<file path="config.mk">
export PLATFORM = sky130hd
export DESIGN_NAME = lowact_shiftrows
export DESIGN_NICKNAME = d
export VERILOG_FILES = /design/src/rtl/srow_pkg.sv /design/src/rtl/srow_capture.sv /design/src/rtl/srow_permute.sv /design/src/rtl/srow_drain.sv /design/src/rtl/lowact_shiftrows.sv
export SDC_FILE = /design/constraint.sdc
export NUM_CORES = 1
export LEC_CHECK = 0
export ABC_AREA = 1
export BUFFER_PORTS_ARGS = -buffer_cell sky130_fd_sc_hd__buf_2
export CAP_MARGIN = 20
export CORE_ASPECT_RATIO = 0.7
export CORE_MARGIN = 2
export CORE_UTILIZATION = 30
export DETAILED_ROUTE_END_ITERATION = 10
export PLACE_DENSITY = 0.45
export SLEW_MARGIN = 40
export SYNTH_ARGS = -nofsm -noshare
export SYNTH_HDL_FRONTEND = slang
export SYNTH_SLANG_ARGS = --single-unit
export TNS_END_PERCENT = 10
</file>
<file path="constraint.sdc">
create_clock -name clk -period 3.1 [get_ports clk]
set_input_delay 0.465 -clock clk [delete_from_list [all_inputs] [get_ports clk]]
set_output_delay 0.465 -clock clk [all_outputs]
set_load 0.05 [all_outputs]
</file>
<file path="src/rtl/srow_pkg.sv">
package srow_pkg;
  localparam int unsigned SROW_ROWS_DEF   = 4;
  localparam int unsigned SROW_BYTE_W_DEF = 8;

  // Source column that feeds row r of output column c.
  function automatic int unsigned srow_src_col(input int unsigned c,
                                               input int unsigned r,
                                               input int unsigned rows);
    return (c + r) % rows;
  endfunction
endpackage

</file>
<file path="src/rtl/srow_capture.sv">
module srow_capture
  import srow_pkg::*;
#(
  parameter int unsigned ROWS   = SROW_ROWS_DEF,
  parameter int unsigned BYTE_W = SROW_BYTE_W_DEF,
  localparam int unsigned COL_W = ROWS * BYTE_W,
  localparam int unsigned ST_W  = COL_W * ROWS,
  localparam int unsigned CNT_W = (ROWS > 1) ? $clog2(ROWS) : 1
) (
  input  logic             clk,
  input  logic             rst_n,
  input  logic             in_valid,
  input  logic [COL_W-1:0] in_col,
  output logic [ST_W-1:0]  state_next,
  output logic             state_last,
  output logic [ST_W-1:0]  cap_q,
  output logic [CNT_W-1:0] col_cnt
);
  logic [ST_W-1:0]  cap_d;
  logic [CNT_W-1:0] cnt_d;
  logic [CNT_W-1:0] cnt_q;
  logic             at_last;

  assign at_last = (cnt_q == CNT_W'(ROWS - 1));

  always_comb begin
    cap_d = cap_q;
    cnt_d = cnt_q;
    if (in_valid) begin
      cap_d = {in_col, cap_q[ST_W-1:COL_W]};
      cnt_d = at_last ? '0 : cnt_q + 1'b1;
    end
  end

  always_ff @(posedge clk or negedge rst_n) begin
    if (!rst_n) begin
      cap_q <= '0;
    end else if (in_valid) begin
      cap_q <= cap_d;
    end
  end

  always_ff @(posedge clk or negedge rst_n) begin
    if (!rst_n) begin
      cnt_q <= '0;
    end else if (in_valid) begin
      cnt_q <= cnt_d;
    end
  end

  assign state_next = cap_d;
  assign state_last = in_valid && at_last;
  assign col_cnt    = cnt_q;
endmodule

</file>
<file path="src/rtl/srow_permute.sv">
module srow_permute
  import srow_pkg::*;
#(
  parameter int unsigned ROWS   = SROW_ROWS_DEF,
  parameter int unsigned BYTE_W = SROW_BYTE_W_DEF,
  localparam int unsigned COL_W = ROWS * BYTE_W,
  localparam int unsigned ST_W  = COL_W * ROWS
) (
  input  logic [ST_W-1:0] st_in,
  output logic [ST_W-1:0] st_out
);
  for (genvar c = 0; c < ROWS; c++) begin : g_col
    for (genvar r = 0; r < ROWS; r++) begin : g_row
      localparam int unsigned SRC = srow_src_col(c, r, ROWS);
      assign st_out[c*COL_W + r*BYTE_W +: BYTE_W] =
             st_in[SRC*COL_W + r*BYTE_W +: BYTE_W];
    end
  end
endmodule

</file>
<file path="src/rtl/srow_drain.sv">
module srow_drain
  import srow_pkg::*;
#(
  parameter int unsigned ROWS   = SROW_ROWS_DEF,
  parameter int unsigned BYTE_W = SROW_BYTE_W_DEF,
  localparam int unsigned COL_W = ROWS * BYTE_W,
  localparam int unsigned ST_W  = COL_W * ROWS,
  localparam int unsigned IDX_W = (ROWS > 1) ? $clog2(ROWS) : 1,
  localparam int unsigned REM_W = $clog2(ROWS + 1)
) (
  input  logic             clk,
  input  logic             rst_n,
  input  logic             load,
  input  logic [ST_W-1:0]  perm_state,
  output logic             out_valid,
  output logic [COL_W-1:0] out_col
);
  logic [ST_W-1:0]  buf_q;
  logic [IDX_W-1:0] idx_q, idx_d;
  logic [REM_W-1:0] rem_q, rem_d;
  logic [COL_W-1:0] hold_q, hold_d;
  logic             vld_q;
  logic             drain_go;
  logic             ctl_en;

  assign drain_go = (rem_q != '0);
  assign ctl_en   = load || drain_go;

  always_comb begin
    hold_d = buf_q[idx_q*COL_W +: COL_W];
    idx_d  = idx_q;
    rem_d  = rem_q;
    if (load) begin
      idx_d = '0;
      rem_d = REM_W'(ROWS);
    end else if (drain_go) begin
      idx_d = (idx_q == IDX_W'(ROWS - 1)) ? '0 : idx_q + 1'b1;
      rem_d = rem_q - 1'b1;
    end
  end

  always_ff @(posedge clk or negedge rst_n) begin
    if (!rst_n) begin
      buf_q <= '0;
    end else if (load) begin
      buf_q <= perm_state;
    end
  end

  always_ff @(posedge clk or negedge rst_n) begin
    if (!rst_n) begin
      hold_q <= '0;
    end else if (drain_go) begin
      hold_q <= hold_d;
    end
  end

  always_ff @(posedge clk or negedge rst_n) begin
    if (!rst_n) begin
      idx_q <= '0;
      rem_q <= '0;
    end else if (ctl_en) begin
      idx_q <= idx_d;
      rem_q <= rem_d;
    end
  end

  always_ff @(posedge clk or negedge rst_n) begin
    if (!rst_n) begin
      vld_q <= 1'b0;
    end else begin
      vld_q <= drain_go;
    end
  end

  assign out_valid = vld_q;
  assign out_col   = hold_q;
endmodule

</file>
<file path="src/rtl/lowact_shiftrows.sv">
module lowact_shiftrows
  import srow_pkg::*;
#(
  parameter int unsigned ROWS   = SROW_ROWS_DEF,
  parameter int unsigned BYTE_W = SROW_BYTE_W_DEF,
  localparam int unsigned COL_W = ROWS * BYTE_W,
  localparam int unsigned ST_W  = COL_W * ROWS,
  localparam int unsigned CNT_W = (ROWS > 1) ? $clog2(ROWS) : 1
) (
  input  logic             clk,
  input  logic             rst_n,
  input  logic             in_valid,
  input  logic [COL_W-1:0] in_col,
  output logic             out_valid,
  output logic [COL_W-1:0] out_col
);
  logic [ST_W-1:0]  state_next;
  logic [ST_W-1:0]  state_perm;
  logic [ST_W-1:0]  cap_q;
  logic [CNT_W-1:0] col_cnt;
  logic             state_last;

  srow_capture #(.ROWS(ROWS), .BYTE_W(BYTE_W)) u_capture (
    .clk        (clk),
    .rst_n      (rst_n),
    .in_valid   (in_valid),
    .in_col     (in_col),
    .state_next (state_next),
    .state_last (state_last),
    .cap_q      (cap_q),
    .col_cnt    (col_cnt)
  );

  srow_permute #(.ROWS(ROWS), .BYTE_W(BYTE_W)) u_permute (
    .st_in  (state_next),
    .st_out (state_perm)
  );

  srow_drain #(.ROWS(ROWS), .BYTE_W(BYTE_W)) u_drain (
    .clk        (clk),
    .rst_n      (rst_n),
    .load       (state_last),
    .perm_state (state_perm),
    .out_valid  (out_valid),
    .out_col    (out_col)
  );
endmodule

</file>
# Yosys cells after proc, flatten, opt, wreduce, memory -nomap -nowiden
# Index checks and enable logic that the tools add are counted.
word_totals:
  elab_cells: 25
  inputBits: 35
  register_bits: 296
  out_inout_bits: 33
classes:
  shift: 1
  n_reduce_logical: 5
  addsub: 3
  n_mux: 7
  n_eq_ne: 2
ops:
  columns: ["op", "n"]
  rows:
  - ["$mux 128", 1]
  - ["$shiftx 128x8->32", 1]
  - ["$mux 2", 4]
  - ["$mux 3", 2]
  - ["$add 2x1->2 const B", 2]
  - ["$eq 2x2->1 const B", 2]
  - ["$reduce_bool 3->1", 1]
  - ["$sub 3x1->3 const B", 1]
  - ["$reduce_and 2->1", 1]
  - ["$reduce_bool 2->1", 1]
  - ["$logic_and 1x1->1", 1]
  - ["$logic_or 1x1->1", 1]

# Logic depth before layout (Yosys ltp)
# Gate-level depths: netlist of run 1.
depth:
  depth_word: 4
  depth_mapped: 8
  mapped_depth_nobuf: 6

# Cells and area by module
# From an unflattened synthesis of run 1, not the netlist that was laid out.
unflattened:
  hier_cells: 1753
  area_unflattened_um2: 13883.3
modules_own_cells:
  columns: ["mod", "seq_area_each_um2", "area_per_inst_um2", "cells_per_inst", "instances"]
  rows:
  - ["srow_drain", 4154.0, 7514.7, 950, 1]
  - ["srow_capture", 3253.1, 5407.7, 675, 1]
  - ["srow_permute", 0.0, 960.9, 128, 1]

# Worst setup path before layout of run 1
# Ideal clock, no wire load.
synth_path:
  path_kind: "input-to-reg"
  start: "input in_valid"
  end: "register u_drain.buf_q[28]"
  setup_ns: 0.121
  arrival_time_ns: 1.196
  setup_slack_ns: 1.782
  cell_stages: 8
  cell_sequence: "buf_6 -> buf_6 -> nand2_8 -> inv_4 -> buf_8 -> buf_8 -> nand2_2 -> o21ai_2"
synth_between:
  elab_chain_cells: 1
  elab_cells_between_ends: 2
  cone_classes: "1 x mux; 1 x reduce/logical"
synth_rtl:
  columns: ["item", "line_no", "source"]
  rows:
  - ["start: declaration", "lowact_shiftrows.sv:12", "input logic in_valid,"]
  - ["$mux 128 / $logic_and 1x1->1 (equally long branches)", "srow_capture.sv:29, srow_capture.sv:52", null]
  - ["end signal: assignment", "srow_drain.sv:46", "buf_q <= perm_state;"]
  - ["end: declaration", "srow_drain.sv:18", "logic [ST_W-1:0] buf_q;"]
# Several ways; a longest one is shown, not always the timed one.
# A chain may end at the register's enable or synchronous reset.

# Worst setup path after layout of run 1
layout_path:
  start: "register u_capture.cnt_q[0] (netlist: u_capture.col_cnt[0])"
  end: "register u_drain.rem_q[2]"
layout_between:
  elab_chain_cells: 4
  elab_cells_between_ends: 6
  cone_classes: "1 x eq/ne; 1 x mux; 4 x reduce/logical"
layout_rtl:
  columns: ["item", "line_no", "source"]
  rows:
  - ["start: declaration", "srow_capture.sv:21", "logic [CNT_W-1:0] cnt_q;"]
  - ["start signal: assignment", "srow_capture.sv:47", "cnt_q <= cnt_d;"]
  - ["$eq 2x2->1 (*)", "srow_capture.sv:24", "assign at_last = (cnt_q == CNT_W'(ROWS - 1));"]
  - ["$logic_and 1x1->1 (*)", "srow_capture.sv:52", "assign state_last = in_valid && at_last;"]
  - ["$reduce_bool 2->1 (no line) / $logic_or 1x1->1 (equally long branches)", null, null]
  - ["$reduce_and 2->1 (no line)", null, null]
  - ["end signal: assignment", "srow_drain.sv:64", "rem_q <= rem_d;"]
  - ["end: declaration", "srow_drain.sv:20", "logic [REM_W-1:0] rem_q, rem_d;"]
# Every way passes the cells marked *; elsewhere a longest branch is shown, timed or not.

==> results of run 1 <==
-- worst paths after layout --
| check | from | to | slack (ns) | depth (start not counted) |
|---|---|---|---|---|
| max in group asynchronous | rst_n | u_drain.buf_q[14] | 1.81 | 3 |
| max reg2reg | u_capture.col_cnt[0] | u_drain.rem_q[2] | 1.22 | 5 |
| min | in_col[29] | u_drain.buf_q[29] | 0.13 | 3 |
| min reg2reg | u_capture.cap_q[73] | u_capture.cap_q[41] | 0.47 | 2 |
| max | u_capture.col_cnt[0] | u_drain.rem_q[2] | 1.22 | 5 |
| min in group asynchronous | rst_n | u_drain.buf_q[36] | 0.44 | 2 |
-- power groups by stage --
stage / sequential [mW] / clock, mW / combinational (mW)
floorplan: 5.79 / 0 / 3.15
global placement: 5.18 / 0 / 4.98
detailed placement: 5.20 / 0 / 5.03
CTS: 5.15 / 3.54 / 5.06
global route: 5.29 / 3.70 / 5.69
finish: 5.13 / 3.40 / 4.93
-- timing repair --
item,in CTS,in global routing
setup buffers,0,0
hold buffers,1,0
hold endpoints to repair,59,0
-- placed cells by master, fill, tap and decap left out, types with 2 or more instances in the layout --
cell type	instances
nand2_1	457
dfrtp_1	263
inv_1	229
o21ai_0	104
o21ai_1	94
nand3_1	65
buf_2	65
o21ai_2	30
nand2_2	29
clkbuf_16	29
buf_4	15
clkbuf_8	11
clkinv_2	8
ha_1	4
buf_12	4
inv_2	3
clkbuf_1	3
o22ai_1	2
inv_6	2
buf_6	2
-- cell type report --
cell class	instances	area [µm²]
well taps	496	620.6
multi-input cells	790	3590
fillers	4018	24970
inverters	233	877.1
flip-flops and latches	264	6608
clock buffers	43	888.4
repair buffers	89	593.1
clock inverters	11	65.06
-- worst register-to-register path, delay by kind of cell (launching register included) --
kind                       cells  cell delay [ns]
buffers and inverters          2             0.69
DFF                            1             0.39
AOI/OAI and AO/OA              1             0.29
adders and majority gates      1             0.27
and+or+nand+nor                1             0.09
-- state kept, by name, indices dropped and copies added (netlist names) --
register / count
u_capture.cap_q: 96
u_capture.col_cnt: 2
u_drain.buf_q: 128
u_drain.idx_q: 2
u_drain.out_col: 32
u_drain.out_valid: 1
u_drain.rem_q: 3
-- through the flow --
step,cell area [µm²],utilization
after floorplan,11570,-
after global placement,12250,0.3205
after detailed placement,12250,0.3206
after CTS,13210,0.3458
after global routing,13240,0.3465
final,13240,0.3465
-- cells by family (layout without fill, tap and decap cells) --
family                   after synthesis  count (layout)  share of synthesized area
AND/OR/NAND/NOR                      554             554                     0.1953
flip-flops                           264             264                     0.5710
buffers and inverters                312             376                     0.1187
adder cells (fa/ha/maj)                4               4                   0.004326
XOR/XNOR                               1               1                  0.0007571
AO/OA/AOI/OAI                        231             231                     0.1099
-- routing by layer --
metal | track usage | share of wire | up-vias
met2 | 0.2029 | 0.42 | 99
met5 | 0 | 0 | -
li1 | - | - | 4239
met1 | 0.1962 | 0.53 | 3789
met4 | 0.02690 | 0.017 | 0
met3 | 0.02410 | 0.034 | 33
==> flow_metrics.tcl, run 1 <==
set metrics [dict create \
    nNetsFinal 1446 \
    yosysWarningCount 0 \
    antenna_found_initial 1 \
    synth.top_cells.by_count "457 x nand2_1, 264 x dfrtp_1, 230 x inv_1, 104 x o21ai_0, 94 x o21ai_1" \
    cts_tree "built" \
    synth-edff-count 0 \
    synth_top_area_frac 0.5710 \
    startpoint_type "flip-flop" \
    timing.fmax_mhz 533.1 \
    root_buffer "clkbuf_16" \
    hold_viol 0 \
    worst_slack_ns 1.224 \
    portBuffers 67 \
    timing.hold.ws_ns 0.1288 \
    synth_top_cell_by_area "dfrtp_1" \
    clockBufferDepth 3 \
    p_per_area_nw_per_um2 1017 \
    drtIter0Drc 540 \
    finalPower_mw 13.46 \
    insertion_delay_ns 0.56 \
    clkTransAtPathRegs_ns 0.06 \
    critPathKind "reg2reg" \
    path_max_fanout 126 \
    dp_cells 1870 \
    syn-cell-area_um2 11570 \
    syn_to_final_growth_pct 14.45 \
    synth_seq_cells 264 \
    vias_per_cell 4.237 \
    p_leak_nw 6.800 \
    async_flop_share 1.000 \
    p_sw_mw 5.339 \
    clkPwrFrac 0.253 \
    grt_pass1_vias 8103 \
    drcViolationCount 0 \
    yosysMostFrequentCell "nand2_1" \
    pin_count 68 \
    path_buf_inv 2 \
    critPathRequiredTime_ns 3.51 \
    drv_cap 0 \
    synth_cell_type_count 23 \
    place_ws_ns 1.141 \
    p_comb_frac 0.366 \
    n_antenna_cell 0 \
    post_cts_resized 0 \
    status "finished, final reports clean" \
    die_h_um 168.3 \
    rsz0062_at_grt "false" \
    synth_nets 1405 \
    fin_skew_ns 0.01549 \
    wl_per_cell_um 13.17 \
    switching_share 0.3966 \
    finalNonFillerCells 1926 \
    syn_area_per_cell_um2 8.470 \
    hold_path.class "in2reg" \
    ys_top_cells_by_area "dfrtp_1 57%, nand2_1 15%, inv_1 7.5%" \
    via_count 8160 \
    setup_tns_ns 0 \
    cts_max_level 1 \
    end_kind "flip-flop" \
    wl_um 25370 \
    grt_max_degree 197 \
    cts_made_buffers 29 \
    ys_seq_area_frac 0.5710 \
    cts.sinks 264 \
    post-route-period-util 0.6051 \
    pwr-share-seq 0.381 \
    ant_nets 0 \
    ir_drop_uv 524.3 \
    dpl.hpwl_um 14800 \
    min_period_ns 1.876 \
    slowest_delay_ns 0.39 \
    max_slew.worst_pin.slew_ns 0.7527 \
    grt.total_usage 0.1328 \
    drt_pass1_iterations 5 \
    intPower_mw 8.124 \
    die_w_um 238.7 \
    synth_ff_type "dfrtp_1" \
    drive_gt1_frac 0.1441 \
    grt_pass1_wl_um 43580 \
    fp.dieArea_um2 40180 \
    crit_chain "ha_1 -> nand2_8 -> buf_12 -> buf_16 -> o21ai_0" \
    slew_headroom 0.4982 \
    cp.arrival_ns 2.28 \
    crit_family "buffers and inverters" \
    netlist_instances 1366 \
    rows 60 \
    initial_core_util 0.3028 \
    gp_congestion 0.6832 \
    gr-total-overflow 0 \
    slowest_stage "dfrtp_1" \
    core-area_um2 38210 \
    maxSlewViolCount 0 \
    finalSetupViolCount 0 \
]
(Power assumes the default switching activity.)
==> run 2: changes to the inputs <==
--- a/config.mk
+++ b/config.mk
@@ -12,7 +12,7 @@
 export CORE_MARGIN = 2
 export CORE_UTILIZATION = 30
 export DETAILED_ROUTE_END_ITERATION = 10
-export PLACE_DENSITY = 0.45
+export PLACE_DENSITY = 0.47
 export SLEW_MARGIN = 40
 export SYNTH_ARGS = -nofsm -noshare
 export SYNTH_HDL_FRONTEND = slang
==> constraint.sdc (replaced) <==
create_clock -name clk -period 1.7 [get_ports clk]
set_input_delay 0.255 -clock clk [delete_from_list [all_inputs] [get_ports clk]]
set_output_delay 0.255 -clock clk [all_outputs]
set_load 0.05 [all_outputs]
==> run 2 against run 1 <==
Cell count grew 2.1%. Setup slack worse by 1.0 ns. Via count rose by 3.1%. Die area unchanged. Largest power group is now combinational cells. Global-route usage increased by 0.67 points. Power grew 89%. Sequential power is 83% higher. First-iteration DRC count up 9.6%. Combinational power increased by 92%. Hold slack worse by 0.028 ns. Final area is 4.0% higher. Clock skew grew 0.00088 ns.
==> flow_metrics.tcl, run 2 (synthesis gave the netlist of run 1 again) <==
set metrics [dict create \
    status "finished, final reports clean" \
    vias_per_cell 4.279 \
    maxSlewViolCount 0 \
    startpoint_type "flip-flop" \
    path_max_fanout 49 \
    r2r_end "u_drain.idx_q[0]" \
    n_antenna_cell 0 \
    grt_use_met3 0.02279 \
    syn_to_final_growth_pct 19.02 \
    ant_nets 0 \
    hold_viol 0 \
    met2_usage 0.2157 \
    drcViolationCount 0 \
    layout_common_cells "457 x nand2_1, 263 x dfrtp_1, 229 x inv_1" \
    cts_max_level 1 \
    dpl.hpwl_um 16350 \
    end_kind "flip-flop" \
    cp.arrival_ns 1.92 \
    p_per_area_nw_per_um2 1851 \
    grt_pass1_wl_um 45530 \
    die_h_um 168.3 \
    clkPwrFrac 0.261 \
    wl_um 26830 \
    grt_use_met1 0.2066 \
    nNetsFinal 1487 \
    critPathKind "reg2reg" \
    switching_share 0.3903 \
    multi_input_area_um2 3590 \
    clockBufferDepth 3 \
    p_leak_nw 7.024 \
    core-area_um2 38210 \
    wl_per_cell_um 13.65 \
    timing.fmax_mhz 679.0 \
    antenna_found_initial 0 \
    fin_skew_ns 0.01637 \
    portBuffers 67 \
    clkTransAtPathRegs_ns 0.06 \
    cts_tree "built" \
    insertion_delay_ns 0.55 \
    drtIter0Drc 592 \
    seq_area_um2 6608 \
    hold_end "u_capture.col_cnt[0]" \
    finalSetupViolCount 0 \
    slew_headroom 0.6688 \
    drive_gt1_frac 0.1449 \
    fillers 3967 \
    ir_drop_uv 869.4 \
    pwr-share-seq 0.368 \
    rows 60 \
    grt_max_degree 105 \
    via_count 8413 \
    stdcell_area_um2 13770 \
    postCtsSetupBuffers 0 \
    grt.total_usage 0.1396 \
    reg2reg_from "u_capture.col_cnt[0]" \
    drt_pass1_iterations 5 \
    p_sw_mw 9.949 \
    hold_path.class "in2reg" \
    mostFrequentLayoutCell "nand2_1" \
    intPower_mw 15.54 \
    largest_register_ffs 128 \
    critPathRequiredTime_ns 2.15 \
    p_comb_frac 0.372 \
    reg2reg_depth 5 \
    die_w_um 238.7 \
    max_slew.worst_pin.slew_ns 0.4968 \
    cts_made_buffers 28 \
    initial_core_util 0.3028 \
    gr-total-overflow 0 \
    gp_congestion 0.6991 \
    min_path_cells 4 \
    root_buffer "clkbuf_16" \
    busiest_layer "met2" \
    regToRegSetupSlack_ns 0.23 \
    top_register "u_drain.buf_q" \
    setup_tns_ns 0 \
    min_period_ns 1.473 \
    pin_count 68 \
    cts.sinks 264 \
    rsz0062_at_grt "false" \
    grt_pass1_vias 8468 \
    fp.dieArea_um2 40180 \
    drv_cap 0 \
    post-route-period-util 0.8664 \
    placed_area_um2 12430 \
    hold_start "in_valid" \
]
## run 2: changes by cell type in the layout (fill, tap and decap cells not counted), moves of 2 or more
cell and delta:
inv_6 -2, dlygate4sd3_1 +32, clkbuf_8 -3, buf_12 +8, buf_4 +4, bufinv_16 +4, clkinv_2 -3
## run 2: per-layer routing
metal  share of wire  routed length, µm
met1            0.52              14000
met5               0                  0
met3           0.031                842
met4           0.017                455
met2            0.43              11530
## run 2: per-stage QoR
stage | hold slack (ns) | setup WS [ns] | power (mW) | instances | utilization
after global routing | 0.1066 | 0.09546 | 27.64 | 1966 | 0.3604
after floorplan | -0.04059 | 0.4517 | 16.31 | 1366 | -
after global placement | 0.1396 | 0.2531 | 18.91 | 1881 | 0.3253
after detailed placement | 0.1394 | 0.2296 | 19.08 | 1881 | 0.3253
final | 0.1010 | 0.2272 | 25.49 | 1966 | 0.3604
after CTS | 0.06875 | 0.1794 | 25.94 | 1966 | 0.3604
## run 2: worst max-delay path, stage by stage (launching register included)
cell and delay (ns):
dfrtp_1 0.39, ha_1 0.27, nand2_8 0.13, buf_12 0.24, nand2_1 0.12, o22ai_1 0.23
## run 2: layout make-up
class                           count  share of cell area
Sequential cell                   264              0.4798
Multi-Input combinational cell    790              0.2607
Timing Repair Buffer              131             0.07732
Clock buffer                       41             0.06178
Tap cell                          496             0.04507
Clock inverter                     11             0.01163
Inverter                          233             0.06369
## run 2: power by group through the flow
| stage | sequential [mW] | combinational, mW | clock, mW |
|---|---|---|---|
| CTS | 9.39 | 9.70 | 6.85 |
| finish | 9.37 | 9.48 | 6.64 |
| global placement | 9.44 | 9.47 | 0 |
| detailed placement | 9.48 | 9.59 | 0 |
| global route | 9.64 | 10.9 | 7.13 |
| floorplan | 10.6 | 5.75 | 0 |
## run 2: how the worst max path moves through the flow
stage	end	slack, ns	cells after the start	from
2_1_floorplan	u_drain.buf_q[28]	0.45	7	u_capture.col_cnt[0]
3_3_place_gp	u_drain.idx_q[0]	0.25	5	u_capture.col_cnt[0]
3_5_place_dp	u_drain.idx_q[0]	0.23	5	u_capture.col_cnt[0]
4_1_cts	out_col[11]	0.18	1	u_drain.out_col[11]
5_1_grt	u_drain.buf_q[127]	0.1	5	u_capture.col_cnt[0]
6_report	u_drain.idx_q[0]	0.23	5	u_capture.col_cnt[0]
## run 2: what timing repair did
action / in CTS / in global routing
hold buffers: 33 / 0
endpoints found under the hold margin: 293 / 0
gates resized for setup: 0 / 0
